File: config.mk
export PLATFORM = sky130hd
export DESIGN_NAME = frame_link_guard
export DESIGN_NICKNAME = d
export VERILOG_FILES = /design/src/rtl/flg_pkg.sv /design/src/rtl/flg_crc_engine.sv /design/src/rtl/flg_rate_window.sv /design/src/rtl/flg_fresh_timer.sv /design/src/rtl/flg_sat_counter.sv /design/src/rtl/frame_link_guard.sv
export SDC_FILE = /design/constraint.sdc
export NUM_CORES = 1
export LEC_CHECK = 0
export BUFFER_PORTS_ARGS = -buffer_cell sky130_fd_sc_hd__buf_2
export CORE_UTILIZATION = 54
export CTS_CLUSTER_SIZE = 14
export DETAILED_ROUTE_END_ITERATION = 8
export PLACE_DENSITY_LB_ADDON = 0.15
export SYNTH_ARGS = -nofsm -noshare
export SYNTH_HDL_FRONTEND = slang
export SYNTH_SLANG_ARGS = --single-unit
File: constraint.sdc
create_clock -name clk -period 11.8 [get_ports clk]
set_input_delay 0.59 -clock clk [delete_from_list [all_inputs] [get_ports clk]]
set_output_delay 0.59 -clock clk [all_outputs]
set_load 0.005 [all_outputs]
File: src/rtl/flg_pkg.sv
package flg_pkg;

  // Outcome of one completed frame.
  typedef enum logic [2:0] {
    VD_NONE  = 3'd0,
    VD_FWD   = 3'd1,
    VD_CRC   = 3'd2,
    VD_SEQ   = 3'd3,
    VD_STALE = 3'd4
  } verdict_t;

  localparam logic [7:0] CRC_POLY = 8'h07;

  // One byte of CRC-8, MSB first, non-reflected.
  function automatic logic [7:0] crc8_byte(input logic [7:0] acc, input logic [7:0] data);
    logic [7:0] r;
    r = acc ^ data;
    for (int i = 0; i < 8; i++) begin
      r = r[7] ? ((r << 1) ^ CRC_POLY) : (r << 1);
    end
    return r;
  endfunction

endpackage

File: src/rtl/flg_crc_engine.sv
module flg_crc_engine
  import flg_pkg::*;
#(
  parameter int PB   = 4,
  parameter int TS_W = 32
) (
  input  logic            clk,
  input  logic            rst,
  input  logic            start,
  input  logic [PB*8-1:0] payload,
  input  logic [7:0]      seq,
  input  logic [7:0]      crc_rx,
  input  logic [TS_W-1:0] ts,
  output logic            done,
  output logic            crc_ok,
  output logic [PB*8-1:0] h_payload,
  output logic [7:0]      h_seq,
  output logic [TS_W-1:0] h_ts
);
  localparam int NB = PB + 1;          // payload bytes plus sequence byte
  localparam int IW = $clog2(NB);

  logic [NB*8-1:0] sh;
  logic [IW-1:0]   idx;
  logic [7:0]      acc;
  logic [7:0]      crc_q;
  logic            busy;

  // Frame is held while the byte-serial CRC walks through it.
  always_ff @(posedge clk) begin
    if (rst) begin
      busy      <= 1'b0;
      done      <= 1'b0;
      idx       <= '0;
      acc       <= '0;
      sh        <= '0;
      crc_q     <= '0;
      h_payload <= '0;
      h_seq     <= '0;
      h_ts      <= '0;
    end else begin
      done <= 1'b0;
      if (!busy && start) begin
        busy      <= 1'b1;
        idx       <= '0;
        acc       <= '0;
        sh        <= {seq, payload};
        crc_q     <= crc_rx;
        h_payload <= payload;
        h_seq     <= seq;
        h_ts      <= ts;
      end else if (busy) begin
        acc <= crc8_byte(acc, sh[7:0]);
        sh  <= sh >> 8;
        idx <= idx + 1'b1;
        if (idx == IW'(NB - 1)) begin
          busy <= 1'b0;
          done <= 1'b1;
        end
      end
    end
  end

  assign crc_ok = (acc == crc_q);

  AST_DONE_AFTER_BUSY: assert property (@(posedge clk) disable iff (rst)
    done |-> $past(busy)) else $error("done without a busy run");

  AST_BUSY_DROPS_START: assert property (@(posedge clk) disable iff (rst)
    (busy && start) |=> $stable(h_seq)) else $error("frame taken while busy");

endmodule

File: src/rtl/flg_rate_window.sv
module flg_rate_window #(
  parameter int WIN_MAX = 16
) (
  input  logic                         clk,
  input  logic                         rst,
  input  logic                         clr,
  input  logic                         push,
  input  logic                         err,
  input  logic [$clog2(WIN_MAX+1)-1:0] win_len,
  input  logic [$clog2(WIN_MAX+1)-1:0] limit,
  output logic                         over
);
  localparam int WW = $clog2(WIN_MAX + 1);
  localparam int PW = $clog2(WIN_MAX);

  logic [WIN_MAX-1:0] hist;     // bit 0 is the newest frame
  logic [WW-1:0]      cnt;
  logic [WW-1:0]      cnt_nxt;
  logic [WW-1:0]      len_c;
  logic [PW-1:0]      pos;
  logic               leave;

  always_comb begin
    if (win_len == '0)                 len_c = WW'(1);
    else if (win_len > WW'(WIN_MAX))   len_c = WW'(WIN_MAX);
    else                               len_c = win_len;
    pos     = PW'(len_c - 1'b1);
    leave   = hist[pos];
    cnt_nxt = cnt + WW'(err) - WW'(leave);
    over    = push && !clr && (cnt_nxt > limit);
  end

  always_ff @(posedge clk) begin
    if (rst || clr) begin
      hist <= '0;
      cnt  <= '0;
    end else if (push) begin
      hist <= {hist[WIN_MAX-2:0], err};
      cnt  <= cnt_nxt;
    end
  end

  AST_WIN_CLEARED: assert property (@(posedge clk) disable iff (rst)
    clr |=> (cnt == '0)) else $error("window not emptied by clear");

  AST_WIN_STEP: assert property (@(posedge clk) disable iff (rst)
    (push && !clr) |=> (cnt <= $past(cnt) + 1'b1)) else $error("window count jumped");

endmodule

File: src/rtl/flg_fresh_timer.sv
module flg_fresh_timer #(
  parameter int TW = 16
) (
  input  logic          clk,
  input  logic          rst,
  input  logic          refresh,
  input  logic [TW-1:0] limit,
  output logic          expire
);
  logic [TW-1:0] cnt;

  assign expire = !refresh && (limit != '0) && (cnt == limit - 1'b1);

  always_ff @(posedge clk) begin
    if (rst)                    cnt <= '0;
    else if (refresh || expire) cnt <= '0;
    else                        cnt <= cnt + 1'b1;
  end

  AST_TMO_RESTART: assert property (@(posedge clk) disable iff (rst)
    expire |=> (cnt == '0)) else $error("timer did not restart");

endmodule

File: src/rtl/flg_sat_counter.sv
module flg_sat_counter #(
  parameter int W = 16
) (
  input  logic         clk,
  input  logic         rst,
  input  logic         inc,
  output logic [W-1:0] value
);
  always_ff @(posedge clk) begin
    if (rst)                      value <= '0;
    else if (inc && value != '1)  value <= value + 1'b1;
  end

  AST_CNT_HOLD_TOP: assert property (@(posedge clk) disable iff (rst)
    (inc && value == '1) |=> (value == '1)) else $error("counter wrapped");

  AST_CNT_IDLE_STABLE: assert property (@(posedge clk) disable iff (rst)
    !inc |=> $stable(value)) else $error("counter moved without event");

endmodule

File: src/rtl/frame_link_guard.sv
module frame_link_guard
  import flg_pkg::*;
#(
  parameter int PB      = 4,
  parameter int TS_W    = 32,
  parameter int CNT_W   = 16,
  parameter int WIN_MAX = 16,
  parameter int TMO_W   = 16
) (
  input  logic                         clk,
  input  logic                         rst,
  input  logic                         frm_valid,
  input  logic [PB*8-1:0]              frm_payload,
  input  logic [7:0]                   frm_seq,
  input  logic [7:0]                   frm_crc,
  input  logic [TS_W-1:0]              frm_ts,
  input  logic [$clog2(WIN_MAX+1)-1:0] cfg_win,
  input  logic [$clog2(WIN_MAX+1)-1:0] cfg_limit,
  input  logic [TMO_W-1:0]             cfg_fresh,
  input  logic                         fault_clr,
  output logic                         out_valid,
  output logic [PB*8-1:0]              out_payload,
  output logic [7:0]                   out_seq,
  output logic                         link_fault,
  output logic [CNT_W-1:0]             cnt_crc_err,
  output logic [CNT_W-1:0]             cnt_seq_err,
  output logic [CNT_W-1:0]             cnt_timeout,
  output logic [7:0]                   bad_seq,
  output logic [TS_W-1:0]              bad_ts
);
  localparam int N_EVT = 3;   // crc, sequence, timeout

  logic            eng_done;
  logic            eng_ok;
  logic [PB*8-1:0] h_pay;
  logic [7:0]      h_seq;
  logic [TS_W-1:0] h_ts;

  flg_crc_engine #(.PB(PB), .TS_W(TS_W)) u_eng (
    .clk       (clk),
    .rst       (rst),
    .start     (frm_valid),
    .payload   (frm_payload),
    .seq       (frm_seq),
    .crc_rx    (frm_crc),
    .ts        (frm_ts),
    .done      (eng_done),
    .crc_ok    (eng_ok),
    .h_payload (h_pay),
    .h_seq     (h_seq),
    .h_ts      (h_ts)
  );

  logic       synced;
  logic [7:0] exp_seq;
  verdict_t   vd;

  // Checks in priority order: integrity, then freshness state, then order.
  always_comb begin
    vd = VD_NONE;
    if (eng_done) begin
      if (!eng_ok)                vd = VD_CRC;
      else if (!synced)           vd = VD_STALE;
      else if (h_seq != exp_seq)  vd = VD_SEQ;
      else                        vd = VD_FWD;
    end
  end

  logic refresh;
  logic expire;
  logic win_over;

  assign refresh = (vd == VD_FWD) || (vd == VD_STALE);

  flg_fresh_timer #(.TW(TMO_W)) u_tmr (
    .clk     (clk),
    .rst     (rst),
    .refresh (refresh),
    .limit   (cfg_fresh),
    .expire  (expire)
  );

  flg_rate_window #(.WIN_MAX(WIN_MAX)) u_win (
    .clk     (clk),
    .rst     (rst),
    .clr     (fault_clr),
    .push    (eng_done),
    .err     (vd == VD_CRC),
    .win_len (cfg_win),
    .limit   (cfg_limit),
    .over    (win_over)
  );

  logic [N_EVT-1:0] evt;
  logic [CNT_W-1:0] evt_cnt [N_EVT];

  assign evt = {expire, (vd == VD_SEQ), (vd == VD_CRC)};

  generate
    for (genvar g = 0; g < N_EVT; g++) begin : g_evt
      flg_sat_counter #(.W(CNT_W)) u_cnt (
        .clk   (clk),
        .rst   (rst),
        .inc   (evt[g]),
        .value (evt_cnt[g])
      );
    end
  endgenerate

  assign cnt_crc_err = evt_cnt[0];
  assign cnt_seq_err = evt_cnt[1];
  assign cnt_timeout = evt_cnt[2];

  always_ff @(posedge clk) begin
    if (rst) begin
      synced      <= 1'b0;
      exp_seq     <= '0;
      out_valid   <= 1'b0;
      out_payload <= '0;
      out_seq     <= '0;
      bad_seq     <= '0;
      bad_ts      <= '0;
      link_fault  <= 1'b0;
    end else begin
      out_valid <= (vd == VD_FWD);
      if (vd == VD_FWD) begin
        out_payload <= h_pay;
        out_seq     <= h_seq;
      end
      if (vd inside {VD_FWD, VD_SEQ, VD_STALE}) exp_seq <= h_seq + 8'd1;
      if (expire)               synced <= 1'b0;
      else if (vd == VD_STALE)  synced <= 1'b1;
      if (vd == VD_CRC || vd == VD_SEQ) begin
        bad_seq <= h_seq;
        bad_ts  <= h_ts;
      end
      if (fault_clr)     link_fault <= 1'b0;
      else if (win_over) link_fault <= 1'b1;
    end
  end

  AST_FAULT_STICKY: assert property (@(posedge clk) disable iff (rst)
    (link_fault && !fault_clr) |=> link_fault) else $error("fault dropped without clear");

  AST_OUT_SINGLE: assert property (@(posedge clk) disable iff (rst)
    out_valid |=> !out_valid) else $error("forward pulse too long");

endmodule

==> flow_metrics.tcl <==
set metrics [dict create \
    multi_input_area_sq_um 6770 \
    cts_tree "built" \
    synth_top_family_by_area "simple AND/OR/NAND/NOR gates" \
    wire_per_inst_um 14.9 \
    reg2reg_from "u_eng.acc[5]" \
    final_nets 1895 \
    ys_seq_area_share_pct 46.0 \
    drcViolationCount 0 \
    synthCells 1581 \
    finalSetupTns_ps 0 \
    min_from "frm_ts[23]" \
    grt_pass1_wl_um 52100 \
    synth_compound_area_share_pct 9.55 \
    h-tree-depth 2 \
    drv_cap 0 \
    io_buffers 239 \
    yosys_warnings 0 \
    dieArea_sq_um 25500 \
    yosysTopAreaCell "dfxtp_1" \
    max_stage_delay_ps 520 \
    via_per_inst 5.35 \
    ant_nets 0 \
    worst_path_dominant_cell_family "adder cells" \
    synth_nets 1711 \
    synth.area.top_cells "dfxtp_1, mux2i_1, nand2_1" \
    postCtsHoldBufs 0 \
    antenna_found_initial 5 \
    synthAdderAreaFrac_pct 1.92 \
    path_cells "buf_2, nor3_1, o21bai_1, ha_1, mux4_2, mux2_2, nor2_1, a21oi_1, ha_1, inv_1, ha_1, fa_1, ha_1, nor2b_1, o21a_1, o21a_1, o21ai_0, nand2b_1, a31oi_1, nor2_1" \
    worstPathArrival_ps 4660 \
    synth_simple_gate_area_share_pct 22.1 \
    ys_ff_latch 309 \
    dp_hpwl_um 21200 \
    core-area_sq_um 24400 \
    syn_avg_cell_area_sq_um 8.51 \
    crit_buf_inv 2 \
    synth_cell_types 62 \
    crit_type "input pin to register" \
    row_count 57 \
    synth_edf_count 0 \
    start_util_pct 55.1 \
    drt_iter0_drc 680 \
    place_congestion 0.818 \
    fin_util_pct 65.2 \
    synth_top_flop_cell "dfxtp_1" \
    area_delta_synth_final_pct 18.3 \
    r2r_cells 8 \
    clock-sinks 309 \
    grt_overflow_total 0 \
    wirelength_um 31500 \
    die_x_um 160 \
    p_per_area_nw_per_um2 148 \
    num_vias 11300 \
    synthMuxAreaShare_pct 9.24 \
    power_frac_comb_pct 7.9 \
    clockBufferDepth 3 \
    cp_max_fo 5 \
    numCtsBuffers 34 \
    fillers 2175 \
    final-seq-area_sq_um 6190 \
    ir_worst_vdd_mv 0.112 \
    cp-end-kind "register" \
    crit_top_cell "ha_1" \
    power.switching_uw 560 \
    p_int_uw 1800 \
    cts.clk_slew.worst_paths_ps 60 \
    drv_slew 0 \
    hold_violations 0 \
    r2r_end "out_payload[6]" \
    period_share_pct 36.5 \
    drive_above_1_share_pct 18.7 \
    ys_async_sr_fraction_pct 0 \
    cts_resized 0 \
    fin_crit_ps 4310 \
    tightest_slew_ps 1230 \
    clk_latency_ps 520 \
    grt_max_degree 100 \
    leakage_uw 0.00678 \
    hold_depth 3 \
    clkPwrFrac_pct 45.6 \
    cts_setup_buffers 0 \
    crit_path_start_kind "input pin" \
    die_y_um 160 \
    crit_slowest_cell "mux4_2" \
    max_slew_margin_pct 18.0 \
    pin_count 240 \
    setup-violations-final 0 \
    synth.top_cell.area_share_pct 46.0 \
    grt_pass1_vias 10600 \
    r2r_slack_ps 7770 \
    status "finished, final reports clean" \
    cts-root-buf "clkbuf_16" \
    synth_xor_area_share_pct 7.38 \
    grt_setup_unrepaired "no" \
    switching_share_pct 23.8 \
    required_ps 12160 \
    skew_ps 21.0 \
    seq_power_share_pct 46.5 \
    hold_path.class "input pin to register" \
    max_freq_mhz 232 \
    whs_endpoint "u_eng.h_ts[23]" \
    globalRouteTotalUtil_pct 24.4 \
    synth_area_sq_um 13400 \
    drt_pass1_iterations 5 \
]
-- cell families (layout without fill, tap and decap cells) --
kind of cell               after synthesis  after routing
and+or+nand+nor                        667            667
DFF                                    309            309
AOI/OAI and AO/OA                      231            231
buffers and inverters                  129            337
muxes                                  118            118
xor gates and xnor gates               107            107
adders and majority gates               20             20
other                                    0              3
-- cell type report --
cell class / instances / share of cell area (%)
diodes: 3 / 0.0472
clock buffers: 52 / 6.40
clock inverters: 8 / 0.857
inverters: 27 / 0.637
multi-input cells: 1143 / 42.5
flip-flops and latches: 309 / 38.9
well taps: 324 / 2.55
repair buffers: 250 / 8.09
-- synthesized netlist by cell type, drive strengths merged (2+ instances only) --
library cell  instances
o31ai                 5
xnor2                60
a21oi               172
a211oi               15
clkbuf               78
nand3b                2
o31a                  2
nand2               279
dfxtp               309
and4                  6
or2                   5
mux4                  4
nand2b                4
nor2b                10
nor4                 32
nor3b                 2
or4b                  2
mux2i               105
o211ai                2
nor2                214
or4                  10
o21a                  4
nand4                12
xor2                 43
a31oi                 3
xnor3                 4
and3                 12
inv                  27
nand3                34
ha                   19
buf                  24
a21o                  2
nor3                 28
nor4b                 3
or3                  10
mux2                  9
o21ai                17
-- layout by cell type (no fill, tap or decap), types with 10 or more instances in the layout --
cell type and instances:
clkbuf_16 34, a21oi_1 172, nor4_1 27, and3_1 12, buf_4 11, clkbuf_8 11
nor2_1 213, o21ai_0 15, or3_1 10, xnor2_1 60, xor2_1 43, dfxtp_1 308
nand2_1 278, a211oi_1 14, mux2i_1 105, nand3_1 33, ha_1 19, nor3_1 27
buf_2 238, nand4_1 12, or4_1 10, inv_1 27
-- worst max path at each step --
stage / slack (ps) / to / cells past startpoint / start
after floorplan: 7420 / link_fault / 19 / cfg_win[2]
after global routing: 7260 / link_fault / 20 / cfg_win[2]
after detailed placement: 7000 / link_fault / 20 / cfg_win[2]
final: 7490 / link_fault / 20 / cfg_win[2]
after CTS: 7530 / link_fault / 20 / cfg_win[2]
after global placement: 7120 / link_fault / 20 / cfg_win[2]
-- worst reg2reg max path, cell delays in order (launching register included) --
cell	delay (ps)
dfxtp_1	330
xor2_1	180
nor4_2	630
nand3_1	340
nor2_1	970
nand2_1	760
buf_4	470
nand2_1	110
a21oi_1	60
-- sequential cells by signal, summed over array words and instances (netlist names), 3 cells and up --
signal             count
u_eng.h_payload       32
u_eng.sh              40
u_win.hist            16
out_payload           32
out_seq                8
u_eng.acc              8
g_evt.u_cnt.value     48
u_win.cnt              5
u_eng.idx              3
u_eng.h_seq            8
u_eng.h_ts            32
exp_seq                8
u_tmr.cnt             16
bad_ts                32
bad_seq                8
u_eng.crc_q            8
-- power groups by stage --
stage | clock, uW | sequential (uW) | combinational [uW]
5_1_grt | 1140 | 1100 | 208
2_1_floorplan | 0 | 1110 | 139
4_1_cts | 1100 | 1100 | 188
6_report | 1070 | 1100 | 187
3_3_place_gp | 0 | 1120 | 182
3_5_place_dp | 0 | 1120 | 187
-- through the flow --
stage	total power (uW)	instances	hold slack [ps]	setup slack (ps)	cell area (sq um)
final	2360	2116	302	7490	15900
after CTS	2380	2113	285	7530	15900
after floorplan	1250	1581	432	7420	13400
after global routing	2450	2114	296	7260	15900
after global placement	1300	2053	437	7120	14700
after detailed placement	1300	2053	444	7000	14700
-- metal layers --
| layer | vias to the layer above | track usage (%) | routed length, um |
|---|---|---|---|
| met3 | 52 | 4.73 | 1870 |
| met1 | 5258 | 32.0 | 14000 |
| li1 | 5717 | - | - |
| met2 | 280 | 40.8 | 14900 |
| met4 | 4 | 7.01 | 666 |
| met5 | - | 0 | 23 |
Note: power is estimated with default switching activity, not from simulation.
